--- config.mk ---
export PLATFORM = sky130hd
export DESIGN_NAME = springSolver
export DESIGN_NICKNAME = d
export VERILOG_FILES = /design/src/rtl/springPkg.sv /design/src/rtl/fracMul.sv /design/src/rtl/springCtrl.sv /design/src/rtl/springPath.sv /design/src/rtl/springSolver.sv
export SDC_FILE = /design/constraint.sdc
export NUM_CORES = 2
export LEC_CHECK = 0
export ABC_AREA = 0
export BUFFER_PORTS_ARGS = -buffer_cell sky130_fd_sc_hd__buf_2
export CAP_MARGIN = 10
export CORE_MARGIN = 2
export CORE_UTILIZATION = 41
export DETAILED_ROUTE_END_ITERATION = 6
export HOLD_SLACK_MARGIN = 0.08
export PLACE_DENSITY = 0.61
export REMOVE_ABC_BUFFERS = 1
export SLEW_MARGIN = 25
export SYNTH_ARGS = -nofsm -noshare
export SYNTH_HDL_FRONTEND = slang
export SYNTH_SLANG_ARGS = --single-unit
--- constraint.sdc ---
create_clock -name clk -period 9.26 [get_ports clk]
set_input_delay 0 -clock clk [delete_from_list [all_inputs] [get_ports clk]]
set_output_delay 0 -clock clk [all_outputs]
set_load 0.02 [all_outputs]
--- src/rtl/springPkg.sv ---
package springPkg;
  typedef struct packed {
    logic load;
    logic step;
  } ctrlStrobe_t;
endpackage

--- src/rtl/fracMul.sv ---
module fracMul #(
  parameter int W    = 18,
  parameter int FRAC = 16
) (
  input  logic signed [W-1:0] a,
  input  logic signed [W-1:0] b,
  output logic signed [W-1:0] y
);
  localparam int PW = 2 * W;
  logic signed [PW-1:0] prod;
  assign prod = PW'(a) * PW'(b);
  assign y    = prod[FRAC+W-1:FRAC];
endmodule

--- src/rtl/springCtrl.sv ---
module springCtrl
  import springPkg::*;
#(
  parameter int DIV_LOG = 4
) (
  input  logic        clk,
  input  logic        rst,
  output ctrlStrobe_t strobe
);
  logic stepRaw;

  generate
    if (DIV_LOG == 0) begin : gNoDiv
      assign stepRaw = !rst;
    end else begin : gDiv
      logic [DIV_LOG-1:0] divCnt;
      always_ff @(posedge clk) begin
        if (rst) divCnt <= '0;
        else     divCnt <= divCnt + 1'b1;
      end
      assign stepRaw = !rst && (&divCnt);
    end
  endgenerate

  assign strobe.load = rst;
  assign strobe.step = stepRaw;
endmodule

--- src/rtl/springPath.sv ---
module springPath
  import springPkg::*;
#(
  parameter int W        = 18,
  parameter int FRAC     = 16,
  parameter int DT_SHIFT = 8
) (
  input  logic               clk,
  input  ctrlStrobe_t        strobe,
  input  logic signed [W-1:0] pos0,
  input  logic signed [W-1:0] vel0,
  input  logic signed [W-1:0] kCoef,
  input  logic signed [W-1:0] dCoef,
  output logic signed [W-1:0] posQ,
  output logic signed [W-1:0] velQ
);
  logic signed [W-1:0] springTerm, dampTerm, accel, posNext, velNext;

  fracMul #(.W(W), .FRAC(FRAC)) i_springMul (.a(kCoef), .b(posQ), .y(springTerm));
  fracMul #(.W(W), .FRAC(FRAC)) i_dampMul   (.a(dCoef), .b(velQ), .y(dampTerm));

  assign accel   = -springTerm - dampTerm;
  assign posNext = posQ + (velQ >>> DT_SHIFT);
  assign velNext = velQ + (accel >>> DT_SHIFT);

  always_ff @(posedge clk) begin
    if (strobe.load) begin
      posQ <= pos0;
      velQ <= vel0;
    end else if (strobe.step) begin
      posQ <= posNext;
      velQ <= velNext;
    end
  end
endmodule

--- src/rtl/springSolver.sv ---
module springSolver
  import springPkg::*;
#(
  parameter int W        = 18,
  parameter int FRAC     = 16,
  parameter int DT_SHIFT = 8,
  parameter int DIV_LOG  = 4,
  parameter int SAMPLE_W = 16
) (
  input  logic                clk,
  input  logic                rst,
  input  logic signed [W-1:0] pos0,
  input  logic signed [W-1:0] vel0,
  input  logic signed [W-1:0] kCoef,
  input  logic signed [W-1:0] dCoef,
  input  logic [SAMPLE_W-1:0] extSample,
  input  logic                selCompute,
  output logic signed [W-1:0] posOut,
  output logic signed [W-1:0] velOut,
  output logic [SAMPLE_W-1:0] sampleOut
);
  ctrlStrobe_t ctrlBus;

  springCtrl #(.DIV_LOG(DIV_LOG)) i_ctrl (
    .clk(clk), .rst(rst), .strobe(ctrlBus)
  );

  springPath #(.W(W), .FRAC(FRAC), .DT_SHIFT(DT_SHIFT)) i_path (
    .clk(clk), .strobe(ctrlBus), .pos0(pos0), .vel0(vel0),
    .kCoef(kCoef), .dCoef(dCoef), .posQ(posOut), .velQ(velOut)
  );

  assign sampleOut = selCompute ? posOut[W-1:W-SAMPLE_W] : extSample;
endmodule

==> flow_metrics.py <==
metrics = {
    "critical_path": {
        "critPathSlowestCell": "fa_1",
        "path_max_fanout": 6,
        "critPathRequiredTime_ps": 9440,
        "r2r_slack_ps": -600,
        "r2r_cells": 46,
        "cpPeakStageDelay_ps": 540,
        "cp-startpoint": "i_path.velQ[6]$_DFFE_PP_",
        "arrival_ps": 10040,
        "critPathLaunchType": "register",
        "r2r-end": "i_path.velQ[17]$_DFFE_PP_",
        "regToRegStartpoint": "i_path.velQ[6]$_DFFE_PP_",
        "worstSetupEndpointType": "register",
        "endpoint": "i_path.velQ[17]$_DFFE_PP_",
        "cpMostUsedCell": "fa_1",
        "crit_type": "register to register",
    },
    "sta": {
        "fin_crit_sh_pct": 107,
        "fin_crit_ps": 9860,
        "max_freq_mhz": 101,
        "worstMarginPinSlew_ps": 838,
        "hold_viol": 0,
        "setup_tns_ps": -3530,
        "slew_viol_final": 0,
        "timing.slew.headroom_pct": 44.1,
        "setup_viol": 9,
        "grt_setup_unrepaired": "true",
        "setup_ws_ps": -602,
        "fin_skew_ps": 18.5,
    },
    "cts": {
        "clock_path_buffers": 2,
        "clk_pin_slew_worst_paths_ps": 90,
        "cts_tree": "yes",
        "clock_sinks": 40,
        "cts_buffers": 5,
        "cts_root_buf": "clkbuf_16",
        "h-tree-depth": 2,
        "clock_latency_ps": 320,
    },
    "placed_design": {
        "place_hpwl_um": 59400,
        "gp_congestion": 0.843,
        "portBuffers": 142,
    },
    "layout": {
        "layout-drive-gt1-share_pct": 23.5,
        "synthToLayoutAreaGrowth_pct": 24.5,
        "fin_nets": 4402,
        "diodes": 0,
    },
    "routing": {
        "drc": 0,
        "dr.max_layer_used": "met5",
        "finalWirelength_um": 68500,
        "avgRoutedWirePerCell_um": 15.9,
        "vias_per_cell": 4.76,
        "dr.pass1.iters": 6,
        "drtAntennaViolNets": 0,
        "drtIter0Drc": 982,
        "wl_met1_um": 29200,
        "wl_met3_um": 2510,
        "vias": 20491,
        "route.met2.wl_um": 35100,
    },
    "flow_run": {
        "maxCapViolCount": 0,
    },
    "outcome": {
        "outcome": "finished with violations",
        "failed_checks": "negative setup slack",
    },
    "synthesis": {
        "synthCells": 2891,
        "synth.most_common_cell": "inv_1",
        "ys_async_sr_fraction_pct": 0,
        "synth-seq-area-share_pct": 4.39,
        "synth_area_leaders": "fa_1, ha_1, inv_1, and2_1, nand2_1",
        "synth_edf_count": 36,
        "syn_avg_cell_area_um2": 9.14,
        "synth_ff_type": "edfxtp_1",
        "netlist_top_cells_count": "inv_1, fa_1, nand2_1",
        "synth_top_area_share_pct": 47.7,
        "synth_seq_cells": 40,
        "yosysWarnings": 0,
        "yosysUniqueCellTypes": 56,
        "netlist_area_um2": 26400,
        "synth_top_area_cell": "fa_1",
    },
    "floorplanning": {
        "rows": 93,
        "die_area_um2": 66500,
        "die_w_um": 258,
        "ioPinCount": 143,
        "core_um2": 64100,
        "fp.dieH_um": 258,
        "floorplan.initialDensity_pct": 41.2,
    },
    "hold_path": {
        "hp-start": "pos0[0]",
        "hp-class": "input pin to register",
    },
    "grt": {
        "grt_pass1_vias": 21919,
        "grt_pass1_wl_um": 113000,
        "antenna_found_initial": 1,
        "gr-total-overflow": 0,
        "grt_max_degree": 76,
        "grt_usage_pct": 21.6,
    },
}
-- flip-flops by register name, indices dropped and copies added, names as in the netlist --
register	count
i_path.velQ	18
i_ctrl.gDiv.divCnt	4
i_path.posQ	18
-- worst max-delay path: cells and delay by family, from the launching register on --
kind	cells	cell delay, ps
buffers and inverters	6	500
AO/OA/AOI/OAI	18	3050
flip-flops	1	420
XOR/XNOR	6	1200
AND/OR/NAND/NOR	6	630
adder cells (fa/ha/maj)	10	3910
-- kinds of logic (layout without fill, tap and decap cells) --
family	count (synthesis)	after routing	synth area share, %
AO/OA/AOI/OAI	212	212	5.12
XOR/XNOR	102	102	3.46
adder cells (fa/ha/maj)	866	866	58.9
buffers and inverters	828	1383	11.8
flip-flops	40	40	4.39
multiplexers	20	20	0.852
AND/OR/NAND/NOR	823	823	15.5
-- per-stage QoR --
step / utilization [%] / setup slack, ps / std cells / hold WS (ps) / instance area (um^2)
after floorplan: - / -945 / 2792 / 66.7 / 26100
after global placement: 48.4 / -1380 / 4197 / 282 / 31000
after detailed placement: 48.4 / -1380 / 4197 / 286 / 31000
after CTS: 50.5 / -564 / 4281 / 97.7 / 32400
after global routing: 51.3 / -1050 / 4301 / 141 / 32900
final: 51.3 / -602 / 4301 / 105 / 32900
-- what timing repair did --
| item | CTS | global route |
|---|---|---|
| gates resized for setup | 140 | 93 |
| hold buffers | 24 | 0 |
| endpoints found under the hold margin | 24 | 0 |
| cloned | 0 | 1 |
| pin swaps | 105 | 81 |
| endpoints found under the setup margin | 15 | 14 |
| setup buffers | 53 | 20 |
-- worst min-delay path by stage --
stage / cells past startpoint / to / slack [ps]
floorplan: 1 / i_ctrl.gDiv.divCnt[0]$_SDFF_PP0_ / 70
global placement: 3 / i_path.velQ[2]$_DFFE_PP_ / 280
detailed placement: 3 / i_path.posQ[13]$_DFFE_PP_ / 290
CTS: 2 / i_path.posQ[0]$_DFFE_PP_ / 100
global route: 3 / i_path.velQ[13]$_DFFE_PP_ / 140
finish: 2 / i_path.posQ[0]$_DFFE_PP_ / 100
-- placed cells by master, fill, tap and decap left out, drive strengths merged, types with 9 or more instances in the layout --
| cell | Yosys | layout |
|---|---|---|
| buf | 6 | 622 |
| mux2 | 20 | 20 |
| o21ai | 67 | 67 |
| xnor2 | 71 | 71 |
| nand2b | 22 | 22 |
| o21bai | 9 | 9 |
| nand2 | 345 | 345 |
| a21oi | 46 | 46 |
| and2 | 324 | 324 |
| o21a | 16 | 16 |
| nor2 | 67 | 67 |
| a21o | 21 | 21 |
| nand3 | 14 | 14 |
| xor2 | 30 | 30 |
| ha | 236 | 236 |
| nor3 | 14 | 14 |
| nor2b | 10 | 10 |
| edfxtp | 36 | 36 |
| dlygate4sd3 | 0 | 24 |
| fa | 630 | 630 |
| a211oi | 9 | 9 |
| inv | 729 | 730 |
-- final cells by class --
| class | instances | area (um^2) |
|---|---|---|
| fillers | 5988 | 31200 |
| inverters | 729 | 2740 |
| clock inverters | 3 | 46.3 |
| repair buffers | 646 | 4830 |
| clock buffers | 5 | 125 |
| flip-flops and latches | 40 | 1160 |
| well taps | 855 | 1070 |
| multi-input cells | 2023 | 22900 |
-- layer usage --
metal | up-vias | global-route usage [%]
li1 | 9625 | -
met1 | 10387 | 28.8
met2 | 385 | 38.3
met3 | 92 | 1.57
met4 | 2 | 5.07
met5 | - | 0
Power is left out: the tool's default activity adds up to more than one toggle a clock period on the data nets, which glitch-free logic cannot reach.
